--- src/rtl/sio_pkg.sv ---
package sio_pkg;
  // word indices inside the register window
  localparam int unsigned W_RX_CTRL   = 2;
  localparam int unsigned W_DOUT      = 7;
  localparam int unsigned W_STAT_POP  = 8;
  localparam int unsigned W_STAT_PEEK = 9;
  localparam int unsigned W_MASK      = 11;
  localparam int unsigned W_ACK       = 12;
  localparam int unsigned W_RAW       = 13;
  localparam int unsigned W_MASKED    = 14;
  localparam int unsigned W_LIMIT     = 15;

  // bit positions
  localparam int unsigned B_AVAIL   = 16;
  localparam int unsigned B_TX_IDLE = 22;
  localparam int unsigned B_TX_RDY  = 24;
  localparam int unsigned B_RX_EN   = 3;
  localparam int unsigned B_IRQ_RX  = 3;

  localparam logic [31:0] RX_CTRL_INIT = 32'h0001_0000;

  // words whose read value is computed rather than stored
  function automatic bit is_computed(int unsigned w);
    return (w == W_STAT_POP) || (w == W_STAT_PEEK) ||
           (w == W_RAW) || (w == W_MASKED) || (w >= W_LIMIT);
  endfunction
endpackage

--- src/rtl/sio_rx_fifo.sv ---
module sio_rx_fifo #(
  parameter int DEPTH = 16,   // power of two
  parameter int WIDTH = 8
) (
  input  logic             clk,
  input  logic             rst,
  input  logic             push,
  input  logic             pop,
  input  logic [WIDTH-1:0] din,
  output logic [WIDTH-1:0] head,
  output logic             empty,
  output logic             full
);
  localparam int PW = $clog2(DEPTH);
  localparam logic [PW:0] FULL_CNT = (PW+1)'(DEPTH);

  logic [WIDTH-1:0] mem [DEPTH];
  logic [PW-1:0]    wr_ptr, rd_ptr;
  logic [PW:0]      count;
  logic             do_push, do_pop;

  assign do_push = push && !full;
  assign do_pop  = pop && !empty;

  // storage: no reset so it maps onto RAM
  always_ff @(posedge clk) begin
    if (do_push) mem[wr_ptr] <= din;
  end

  always_ff @(posedge clk) begin
    if (rst) begin
      wr_ptr <= '0;
      rd_ptr <= '0;
      count  <= '0;
    end else begin
      if (do_push) wr_ptr <= wr_ptr + 1'b1;
      if (do_pop)  rd_ptr <= rd_ptr + 1'b1;
      case ({do_push, do_pop})
        2'b10:   count <= count + 1'b1;
        2'b01:   count <= count - 1'b1;
        default: count <= count;
      endcase
    end
  end

  assign head  = mem[rd_ptr];
  assign empty = (count == '0);
  assign full  = (count == FULL_CNT);

  // occupancy never exceeds the depth
  p_no_overflow_r4: assert property (@(posedge clk) disable iff (rst)
    count <= FULL_CNT);
  // popping an empty queue leaves it empty
  p_no_underflow_r7: assert property (@(posedge clk) disable iff (rst)
    (pop && !push && empty) |=> empty);
  // simultaneous push and pop keep the count
  p_push_pop_r8: assert property (@(posedge clk) disable iff (rst)
    (push && pop && !empty && !full) |=> $stable(count));
endmodule

--- src/rtl/sio_irq_ctl.sv ---
module sio_irq_ctl #(
  parameter int DATA_W = 32
) (
  input  logic              clk,
  input  logic              rst,
  input  logic              tx_wr,
  input  logic              ack_wr,
  input  logic [1:0]        ack_bits,
  input  logic              rx_avail,
  input  logic [DATA_W-1:0] mask,
  output logic [DATA_W-1:0] raw,
  output logic [DATA_W-1:0] masked,
  output logic              irq
);
  import sio_pkg::*;

  logic [1:0] lat_q;
  logic       pend_q;
  logic [1:0] clr;

  always_comb begin
    clr = ack_bits;
    if (pend_q) clr[0] = 1'b0;
  end

  always_ff @(posedge clk) begin
    if (rst) begin
      lat_q  <= '0;
      pend_q <= 1'b0;
    end else if (tx_wr) begin
      lat_q  <= 2'b11;
      pend_q <= 1'b1;
    end else if (ack_wr) begin
      lat_q  <= lat_q & ~clr;
      pend_q <= 1'b0;
    end
  end

  always_comb begin
    raw           = '0;
    raw[1:0]      = lat_q;
    raw[B_IRQ_RX] = rx_avail;
  end

  assign masked = raw & mask;
  assign irq    = |masked;

  // the acknowledge right after a transmit keeps bit 0
  p_ack_guard_r10: assert property (@(posedge clk) disable iff (rst)
    (ack_wr && !tx_wr && pend_q) |=> (lat_q[0] == $past(lat_q[0])));
  // no interrupt without an enabled mask bit
  p_irq_masked_r11: assert property (@(posedge clk) disable iff (rst)
    irq |-> (mask != '0));
endmodule

--- src/rtl/sio_reg_block.sv ---
module sio_reg_block #(
  parameter int ADDR_W     = 4,
  parameter int DATA_W     = 32,
  parameter int BYTE_W     = 8,
  parameter int FIFO_DEPTH = 16
) (
  input  logic              clk,
  input  logic              rst,
  input  logic [ADDR_W-1:0] bus_addr,
  input  logic              bus_wr,
  input  logic [DATA_W-1:0] bus_wdata,
  input  logic              bus_rd,
  output logic [DATA_W-1:0] bus_rdata,
  output logic [BYTE_W-1:0] tx_data,
  output logic              tx_valid,
  input  logic [BYTE_W-1:0] rx_data,
  input  logic              rx_valid,
  output logic              rx_ready,
  output logic              irq
);
  import sio_pkg::*;

  localparam int NWORDS = 2 ** ADDR_W;

  logic [DATA_W-1:0] store_w [NWORDS];
  logic [DATA_W-1:0] raw, masked, status, rd_word;
  logic [BYTE_W-1:0] head;
  logic fifo_empty, fifo_full, push, pop, tx_wr, ack_wr;

  // decode
  assign tx_wr  = bus_wr && (bus_addr == ADDR_W'(W_DOUT));
  assign ack_wr = bus_wr && (bus_addr == ADDR_W'(W_ACK));
  assign pop    = bus_rd && (bus_addr == ADDR_W'(W_STAT_POP));
  assign push   = rx_valid && rx_ready;
  assign rx_ready = store_w[W_RX_CTRL][B_RX_EN] && !fifo_full;

  // plain storage words; computed and out-of-window words have no flops
  for (genvar g = 0; g < NWORDS; g++) begin : g_word
    if (is_computed(g)) begin : g_none
      assign store_w[g] = '0;
    end else begin : g_store
      localparam logic [DATA_W-1:0] INIT =
        (g == W_RX_CTRL) ? DATA_W'(RX_CTRL_INIT) : '0;
      logic [DATA_W-1:0] word_q;
      always_ff @(posedge clk) begin
        if (rst)                                      word_q <= INIT;
        else if (bus_wr && bus_addr == ADDR_W'(g))    word_q <= bus_wdata;
      end
      assign store_w[g] = word_q;
    end
  end

  sio_rx_fifo #(.DEPTH(FIFO_DEPTH), .WIDTH(BYTE_W)) u_fifo (
    .clk(clk), .rst(rst), .push(push), .pop(pop), .din(rx_data),
    .head(head), .empty(fifo_empty), .full(fifo_full)
  );

  sio_irq_ctl #(.DATA_W(DATA_W)) u_irq (
    .clk(clk), .rst(rst), .tx_wr(tx_wr), .ack_wr(ack_wr),
    .ack_bits(bus_wdata[1:0]), .rx_avail(!fifo_empty),
    .mask(store_w[W_MASK]), .raw(raw), .masked(masked), .irq(irq)
  );

  always_comb begin
    status              = '0;
    status[BYTE_W-1:0]  = head;
    status[B_AVAIL]     = !fifo_empty;
    status[B_TX_IDLE]   = 1'b1;
    status[B_TX_RDY]    = 1'b1;
  end

  always_comb begin
    case (bus_addr)
      ADDR_W'(W_STAT_POP), ADDR_W'(W_STAT_PEEK): rd_word = status;
      ADDR_W'(W_RAW):                            rd_word = raw;
      ADDR_W'(W_MASKED):                         rd_word = masked;
      default:                                   rd_word = store_w[bus_addr];
    endcase
  end

  always_ff @(posedge clk) begin
    if (rst) begin
      bus_rdata <= '0;
      tx_valid  <= 1'b0;
      tx_data   <= '0;
    end else begin
      if (bus_rd) bus_rdata <= rd_word;
      tx_valid <= tx_wr;
      if (tx_wr) tx_data <= bus_wdata[BYTE_W-1:0];
    end
  end

  // a transmit strobe coincides with both transmit bits latched
  p_tx_raw_r2: assert property (@(posedge clk) disable iff (rst)
    tx_valid |-> (raw[1:0] == 2'b11));
  // the queue only becomes non-empty through an accepted byte
  p_fill_src_r4: assert property (@(posedge clk) disable iff (rst)
    $rose(!fifo_empty) |-> $past(push));
  // nothing is accepted while the receiver is disabled
  p_rx_gate_r3: assert property (@(posedge clk) disable iff (rst)
    !store_w[W_RX_CTRL][B_RX_EN] |-> !rx_ready);
endmodule

--- config.mk ---
export PLATFORM = sky130hd
export DESIGN_NAME = sio_reg_block
export DESIGN_NICKNAME = d
export VERILOG_FILES = /design/src/rtl/sio_pkg.sv /design/src/rtl/sio_rx_fifo.sv /design/src/rtl/sio_irq_ctl.sv /design/src/rtl/sio_reg_block.sv
export SDC_FILE = /design/constraint.sdc
export NUM_CORES = 1
export LEC_CHECK = 0
export ABC_AREA = 1
export BUFFER_PORTS_ARGS = -buffer_cell sky130_fd_sc_hd__buf_2
export CORE_ASPECT_RATIO = 0.75
export CORE_MARGIN = 4
export CORE_UTILIZATION = 67
export CTS_CLUSTER_DIAMETER = 100
export DETAILED_ROUTE_END_ITERATION = 10
export GPL_ROUTABILITY_DRIVEN = 0
export HOLD_SLACK_MARGIN = 0.03
export PLACE_DENSITY = 0.85
export SLEW_MARGIN = 5
export SYNTH_ARGS = -nofsm -noshare
export SYNTH_HDL_FRONTEND = slang
export SYNTH_HIERARCHICAL = 1
export SYNTH_SLANG_ARGS = --single-unit
export TNS_END_PERCENT = 10
--- constraint.sdc ---
create_clock -name clk -period 5.05 [get_ports clk]
set_input_delay 1.2625 -clock clk [delete_from_list [all_inputs] [get_ports clk]]
set_output_delay 1.2625 -clock clk [all_outputs]
set_load 0.02 [all_outputs]
==> run metrics, run 1 <==
Yosys Warn Count 6; Port Buffer Count 91; gr ovfl total 0; pwr/cell area 347 nW/µm²; hold_sp g_word[3].g_store.word_q[11]$_SDFFE_PP0P_; CTS tree done; flip-flop and latch count after synthesis 533; Post-layout nets 3114; Post-synth EDFFs approximately 130; fill count 2578; Core Rows 59; Via-to-Cell Ratio about 6; Net Switching around 2100 µW; GR Util All Layers 0.336; CP startpoint bus_addr[1]; CP required 5470 ps; P&R area growth vs syn 6.53%; clk slew on worst S/H paths 70 ps; post-cts sizing count 0; drt initial violations 2871; MaxCap Viol Count 0; initial antenna violation count 0; Slew Limit Fails 0; root buf cell clkbuf_16; register share of total power 0.505; ratio of cells with drive above 1 in the final layout 0.0805; f_max 278 MHz; total CTS buffers 49; Die Width approximately 230 µm; share of flip-flops with an asynchronous set or reset 0; wirelength, routed 67.1 mm; Sequential cell area 12000 µm²; Final Skew 10.9 ps; sw frac 0.235; Final setup viols 0; postcts setup bufs 0; crit path kind in -> reg; I/O pins 92; VDD IR max roughly 0.27 mV; synthesized area per cell 7.64 µm²; area of the die approximately 39000 µm²; worst setup margin 1450 ps; Primary FF master, synth dfxtp_1; initial core utilization 0.684; status finished clean; wire length per cell after detailed routing about 19 µm; Leak 0.0100 µW; diode count 0; Post-DRT Antenna Nets 0; Logic pwr share 0.065; DRC Markers 0; H-tree depth 2; global-route wire length before repair 105 mm; Period minus WS final 3600 ps; Multi-input gate area 9780 µm²; post-place setup slack between 1000 and 1500 ps; CTS sink cnt 533; Slew @ Worst Pin between 1000 and 1500 ps; Int Pwr 6780 µW; DP HPWL approximately 40 mm; Tcrit/Tclk final 0.712; Post-Syn Area approximately 24000 µm²; worst skew pair latency 570 ps; RSZ-0062 raised after global routing false; CTS max path bufs 3; vias in the first global route around 20000; Mapped Cells 3133; TNS Setup 0 ps; register area share after synthesis 0.499; Via Count 21400; Max transition margin 0.235; die span in y 172 µm; pin count of the biggest net entering global routing 160; endpoint kind of the worst setup timing path register; core area 35000 µm²; Synth cell types 36; worst hold path type reg -> reg; DRT Pass-1 Iters 6; final hold violation count 0; Post-CTS Hold Buffers 0; clock power share 0.430; crit path DAT 4020 ps; largest fanout on the critical path 41; startpoint types primary input
[synthesized netlist by cell type, types with 2 or more instances]
| library cell | count | share of area |
|---|---|---|
| buf_6 | 5 | 0.0024 |
| dfxtp_1 | 405 | 0.34 |
| buf_2 | 61 | 0.013 |
| nor2_4 | 10 | 0.0047 |
| o211ai_1 | 32 | 0.010 |
| nor2_1 | 478 | 0.075 |
| nand2_2 | 8 | 0.0021 |
| nor2_2 | 3 | 0.00078 |
| o22ai_1 | 21 | 0.0055 |
| o21ai_0 | 408 | 0.085 |
| nand3_1 | 171 | 0.036 |
| ha_1 | 8 | 0.0042 |
| nand3_2 | 3 | 0.0013 |
| nand2_1 | 555 | 0.087 |
| nor3_2 | 2 | 0.00084 |
| xor2_1 | 4 | 0.0015 |
| o21ai_1 | 35 | 0.0073 |
| inv_2 | 18 | 0.0028 |
| buf_1 | 7 | 0.0011 |
| nand4_1 | 5 | 0.0013 |
| buf_4 | 81 | 0.025 |
| clkbuf_2 | 2 | 0.00042 |
| inv_1 | 214 | 0.034 |
| clkbuf_1 | 145 | 0.023 |
| mux2i_1 | 32 | 0.013 |
| a21oi_1 | 278 | 0.058 |
| edfxtp_1 | 128 | 0.16 |
| nand2_4 | 6 | 0.0028 |
[kinds of logic (layout without fill, tap and decap cells)]
logic type | count (synthesis) | after routing | share of synthesized area
simple gates | 1244 | 1244 | 0.213
compound gates | 776 | 776 | 0.167
buf+inv | 534 | 439 | 0.101
flops | 533 | 533 | 0.499
mux | 32 | 32 | 0.0134
fa+ha+maj | 8 | 8 | 0.00418
xor+xnor | 5 | 5 | 0.00183
other cells | 1 | 58 | 0.000157
[per-stage QoR]
step / cell area [µm²] / util / instances / hold WS [ps] / total power [µW]
2_1_floorplan: 24200 / - / 3190 / 425 / 4960
3_5_place_dp: 23900 / 0.682 / 3463 / 439 / 5110
4_1_cts: 25500 / 0.729 / 3552 / 448 / 8850
5_1_grt: 25500 / 0.729 / 3552 / 469 / 9100
6_report: 25500 / 0.729 / 3552 / 447 / 8860
3_3_place_gp: 23900 / 0.682 / 3463 / 432 / 5090
[path summary, 6_finish.rpt]
path / slack (ps) / endpoint / depth (start not counted)
max: 1450 / g_word[1].g_store.word_q[31]$_SDFFE_PP0P_ / 8
min: 450 / g_word[3].g_store.word_q[11]$_SDFFE_PP0P_ / 2
max reg2reg: 2290 / bus_rdata[1]$_SDFFE_PP0P_ / 11
min reg2reg: 450 / g_word[3].g_store.word_q[11]$_SDFFE_PP0P_ / 2
[critical path, stage by stage]
cell	delay (ps)
buf_2	300
inv_2	140
buf_4	400
nand2_2	350
nor2_4	640
inv_2	530
o21ai_0	300
a21oi_1	70
[power by group through the flow]
stage / combinational (µW) / clock [µW] / sequential [µW]
final: 574 / 3810 / 4470
after detailed placement: 549 / 0 / 4570
after floorplan: 392 / 0 / 4570
after global routing: 622 / 4000 / 4480
after CTS: 554 / 3820 / 4470
after global placement: 533 / 0 / 4560
[sequential cells by signal, indices dropped and copies added (netlist names), named ones only]
signal / count
u_fifo/count: 5
tx_valid: 1
bus_rdata: 32
u_irq/lat_q: 2
u_fifo/mem: 128
g_word.g_store.word_q: 352
u_fifo/rd_ptr: 4
u_irq/pend_q: 1
u_fifo/wr_ptr: 4
[placed cells by master (no fill, tap or decap), types with 2 or more instances in the layout]
| cell | count |
|---|---|
| o21ai_1 | 35 |
| nor3_2 | 2 |
| nand2_4 | 6 |
| nand3_2 | 3 |
| buf_4 | 26 |
| inv_2 | 18 |
| nand4_1 | 5 |
| o211ai_1 | 32 |
| inv_1 | 213 |
| bufinv_16 | 4 |
| clkbuf_16 | 51 |
| buf_2 | 90 |
| clkinv_1 | 2 |
| conb_1 | 58 |
| clkbuf_1 | 13 |
| nand2_1 | 554 |
| o22ai_1 | 21 |
| nand3_1 | 171 |
| dfxtp_1 | 404 |
| mux2i_1 | 32 |
| a21oi_1 | 278 |
| o21ai_0 | 408 |
| nor2_1 | 476 |
| nand2_2 | 9 |
| xor2_1 | 4 |
| edfxtp_1 | 128 |
| ha_1 | 8 |
| nor2_4 | 10 |
| clkinv_2 | 7 |
| nor2_2 | 5 |
| clkbuf_8 | 10 |
| inv_6 | 2 |
[per-layer routing]
layer	vias to the layer above	wire (µm)	track usage
li1	9938	-	-
met3	204	7870	0.0640
met4	0	2520	0.137
met5	-	0	0
met2	1349	30300	0.540
met1	9922	26400	0.452
[cell type report]
cell class | count | area share
clock buffer | 74 | 0.0574
sequential | 533 | 0.469
timing repair buffer | 117 | 0.0261
clock inverter | 15 | 0.00716
tap | 457 | 0.0224
inverter | 233 | 0.0346
multi-input combinational | 2123 | 0.384
Note: power is estimated with default switching activity, not from simulation.
==> run 2, diff against run 1 <==
- CORE_UTILIZATION: 67 -> 56
- PLACE_DENSITY: 0.85 -> 0.76
- clock period: 5.05 -> 3.1 ns (I/O delays scaled with it)
==> run 2 against run 1 <==
  * Critical path depth grew 9
  * Sequential share of layout area shrank 0.96 points
  * Power grew 63%
  * Critical path type unchanged
  * Core utilization shrank 11 points
  * Register-to-register slack lost 1700 ps
  * Via count shrank 2.6%
  * Sequential power grew 63%
  * Non-clock buffer count grew 43
  * Final cell count grew 4.4%
==> run metrics, run 2 (synthesized netlist as in run 1, its figures left out) <==
Max stage delay cell, worst path nor3_1 (was nor2_4); most frequent cells in the layout nand2_1 (554), nor2_1 (476), o21ai_0 (408) (unchanged); Biggest register g_word.g_store.word_q (unchanged); post-cts sizing count 0 (unchanged); Slew @ Worst Pin 1040 ps (was 1150 ps); P&R area growth vs syn 8.76% (was 6.53%); core area 42100 µm² (was 35000 µm²); worst setup margin 436 ps (was 1450 ps); CTS tree done (unchanged); post-place setup slack -89.4 ps (was 1060 ps); Post-layout nets 3159 (was 3114); CP required 3570 ps (was 5470 ps); worst skew pair latency 580 ps (was 570 ps); Post-CTS Hold Buffers 0 (unchanged); DRT Pass-1 Iters 6 (unchanged); Int Pwr 11000 µW (was 6780 µW); most common cell after layout, fill and taps aside nand2_1 (unchanged); clock power share 0.428 (was 0.430); root buf cell clkbuf_16 (unchanged); Regs by FF count g_word.g_store.word_q x352, u_fifo/mem x128, bus_rdata x32 (unchanged); global-route wire length before repair 104 mm (was 105 mm); Die Width 247 µm (was 226 µm); postcts setup bufs 0 (unchanged); drt initial violations 2454 (was 2871); R2R Path Start u_fifo/count[1]$_SDFFE_PP0P_; Slew Limit Fails 0 (unchanged); status finished clean (unchanged); delay-heaviest family, CP simple AND/OR/NAND/NOR gates (was buffers and inverters); Cell Chain, Critical Path buf_2 > inv_2 > nor2_4 > inv_2 > nor3_1 > nand2_4 > inv_4 > ha_1 > xor2_1 > ha_1 > inv_1 > nand2_2 > nand2_2 > nand3_1 > nand3_1 > nand2_1 > inv_1 (was buf_2 > inv_2 > buf_4 > nand2_2 > nor2_4 > inv_2 > o21ai_0 > a21oi_1); die span in y 187 µm (was 172 µm); CP startpoint bus_addr[3] (was bus_addr[1]); Via-to-Cell Ratio 5.62 (was 6.03); clk slew on worst S/H paths 60 ps (was 70 ps); wirelength, routed 66.4 mm (was 67.1 mm); VDD IR max 0.384 mV (was 0.274 mV); f_max 375 MHz; CTS max path bufs 3 (unchanged); H-tree depth 2 (unchanged); Leak 0.0102 µW (was 0.0100 µW); MaxCap Viol Count 0 (unchanged); Max transition margin 0.307 (was 0.235); gr ovfl total 0 (unchanged); final core utilization 0.618 (was 0.729); hold_sp g_word[7].g_store.word_q[18]$_SDFFE_PP0P_ (was g_word[3].g_store.word_q[11]$_SDFFE_PP0P_); total CTS buffers 51 (was 49); ratio of cells with drive above 1 in the final layout 0.0918 (was 0.0805); TNS Setup 0 ps (unchanged); Via Count 20800 (was 21400); Port Buffer Count 91 (unchanged); Logic pwr share 0.067 (was 0.065); CTS sink cnt 533 (unchanged); RSZ-0062 raised after global routing false (unchanged); register share of total power 0.505 (about the same); CP Buf/Inv Count 6 (was 4); Net Switching 3370 µW (was 2080 µW); max reg flops 352 (unchanged); endpoint kind of the worst setup timing path register (unchanged); vias in the first global route 19400 (was 20100); pwr/cell area 553 nW/µm² (was 347 nW/µm²); Core Rows 65 (was 59); DP HPWL 41.4 mm (was 40.0 mm); sw frac 0.234 (was 0.235); crit-path max cell delay 450 ps (was 640 ps); final hold violation count 0 (unchanged); wire length per cell after detailed routing 17.9 µm (was 18.9 µm); crit path DAT 3130 ps (was 4020 ps); Tcrit/Tclk final 0.859; Post-DRT Antenna Nets 0 (unchanged); largest fanout on the critical path 8 (was 41); Period minus WS final 2660 ps; I/O pins 92 (unchanged); crit path kind in -> reg (unchanged); initial antenna violation count 2 (was 0); startpoint types primary input (unchanged); pin count of the biggest net entering global routing 90 (was 160); Final setup viols 0 (unchanged); initial core utilization 0.568 (was 0.684); fill count 3641 (was 2578); DRC Markers 0 (unchanged); GR Util All Layers 0.279 (was 0.336); Final Skew 12.5 ps (was 10.9 ps); worst hold path type reg -> reg (unchanged); area of the die 46200 µm² (was 38900 µm²)
## run 2: final timing paths
path	to	slack, ps	cells past startpoint
hold reg to reg	g_word[7].g_store.word_q[18]$_SDFFE_PP0P_	450	2
setup reg to reg	u_fifo/count[4]$_SDFFE_PP0P_	570	14
hold / removal	g_word[7].g_store.word_q[18]$_SDFFE_PP0P_	450	2
setup / recovery	u_fifo/count[4]$_SDFFE_PP0P_	440	17
## run 2: final cells by class
class	instances	area (µm²)	area share
Antenna cell	1	2.50	0.0000961
Clock buffer	79	1500	0.0578
Clock inverter	10	124	0.00476
Inverter	233	882	0.0339
Multi-Input combinational cell	2123	9780	0.376
Sequential cell	533	12000	0.459
Tap cell	569	712	0.0273
Timing Repair Buffer	160	1080	0.0413
## run 2: power by group through the flow
| stage | Clock [µW] | Sequential, µW | Combinational [µW] |
|---|---|---|---|
| 4_1_cts | 6220 | 7280 | 937 |
| 3_5_place_dp | 0 | 7430 | 933 |
| 5_1_grt | 6520 | 7290 | 1050 |
| 2_1_floorplan | 0 | 7450 | 638 |
| 3_3_place_gp | 0 | 7430 | 909 |
| 6_report | 6160 | 7280 | 960 |
## run 2: per-stage QoR
stage	cells	power [µW]	hold slack, ps	cell area (µm²)
final	3708	14400	446	26000
after global routing	3708	14900	458	26000
after CTS	3707	14400	447	26000
after detailed placement	3618	8370	438	24400
after global placement	3618	8340	431	24400
after floorplan	3190	8090	425	24200
## run 2: worst reg2reg max path, stage by stage (launching register included)
cell and delay [ps]:
dfxtp_1 460, nor2_2 100, nand3_2 110, inv_1 60
nor3b_1 330, nand2_4 160, ha_1 310, ha_1 350
inv_1 80, nor2_2 120, nand2_2 70, nand3_1 90
nand3_1 90, nand2_1 60, inv_1 30
## run 2: routing by layer
layer	GRT usage	part of all wire	up-vias
met5	0	0.00020	-
met4	0.0951	0.033	2
met3	0.0494	0.096	177
met2	0.430	0.44	994
met1	0.397	0.43	9655
li1	-	-	10000
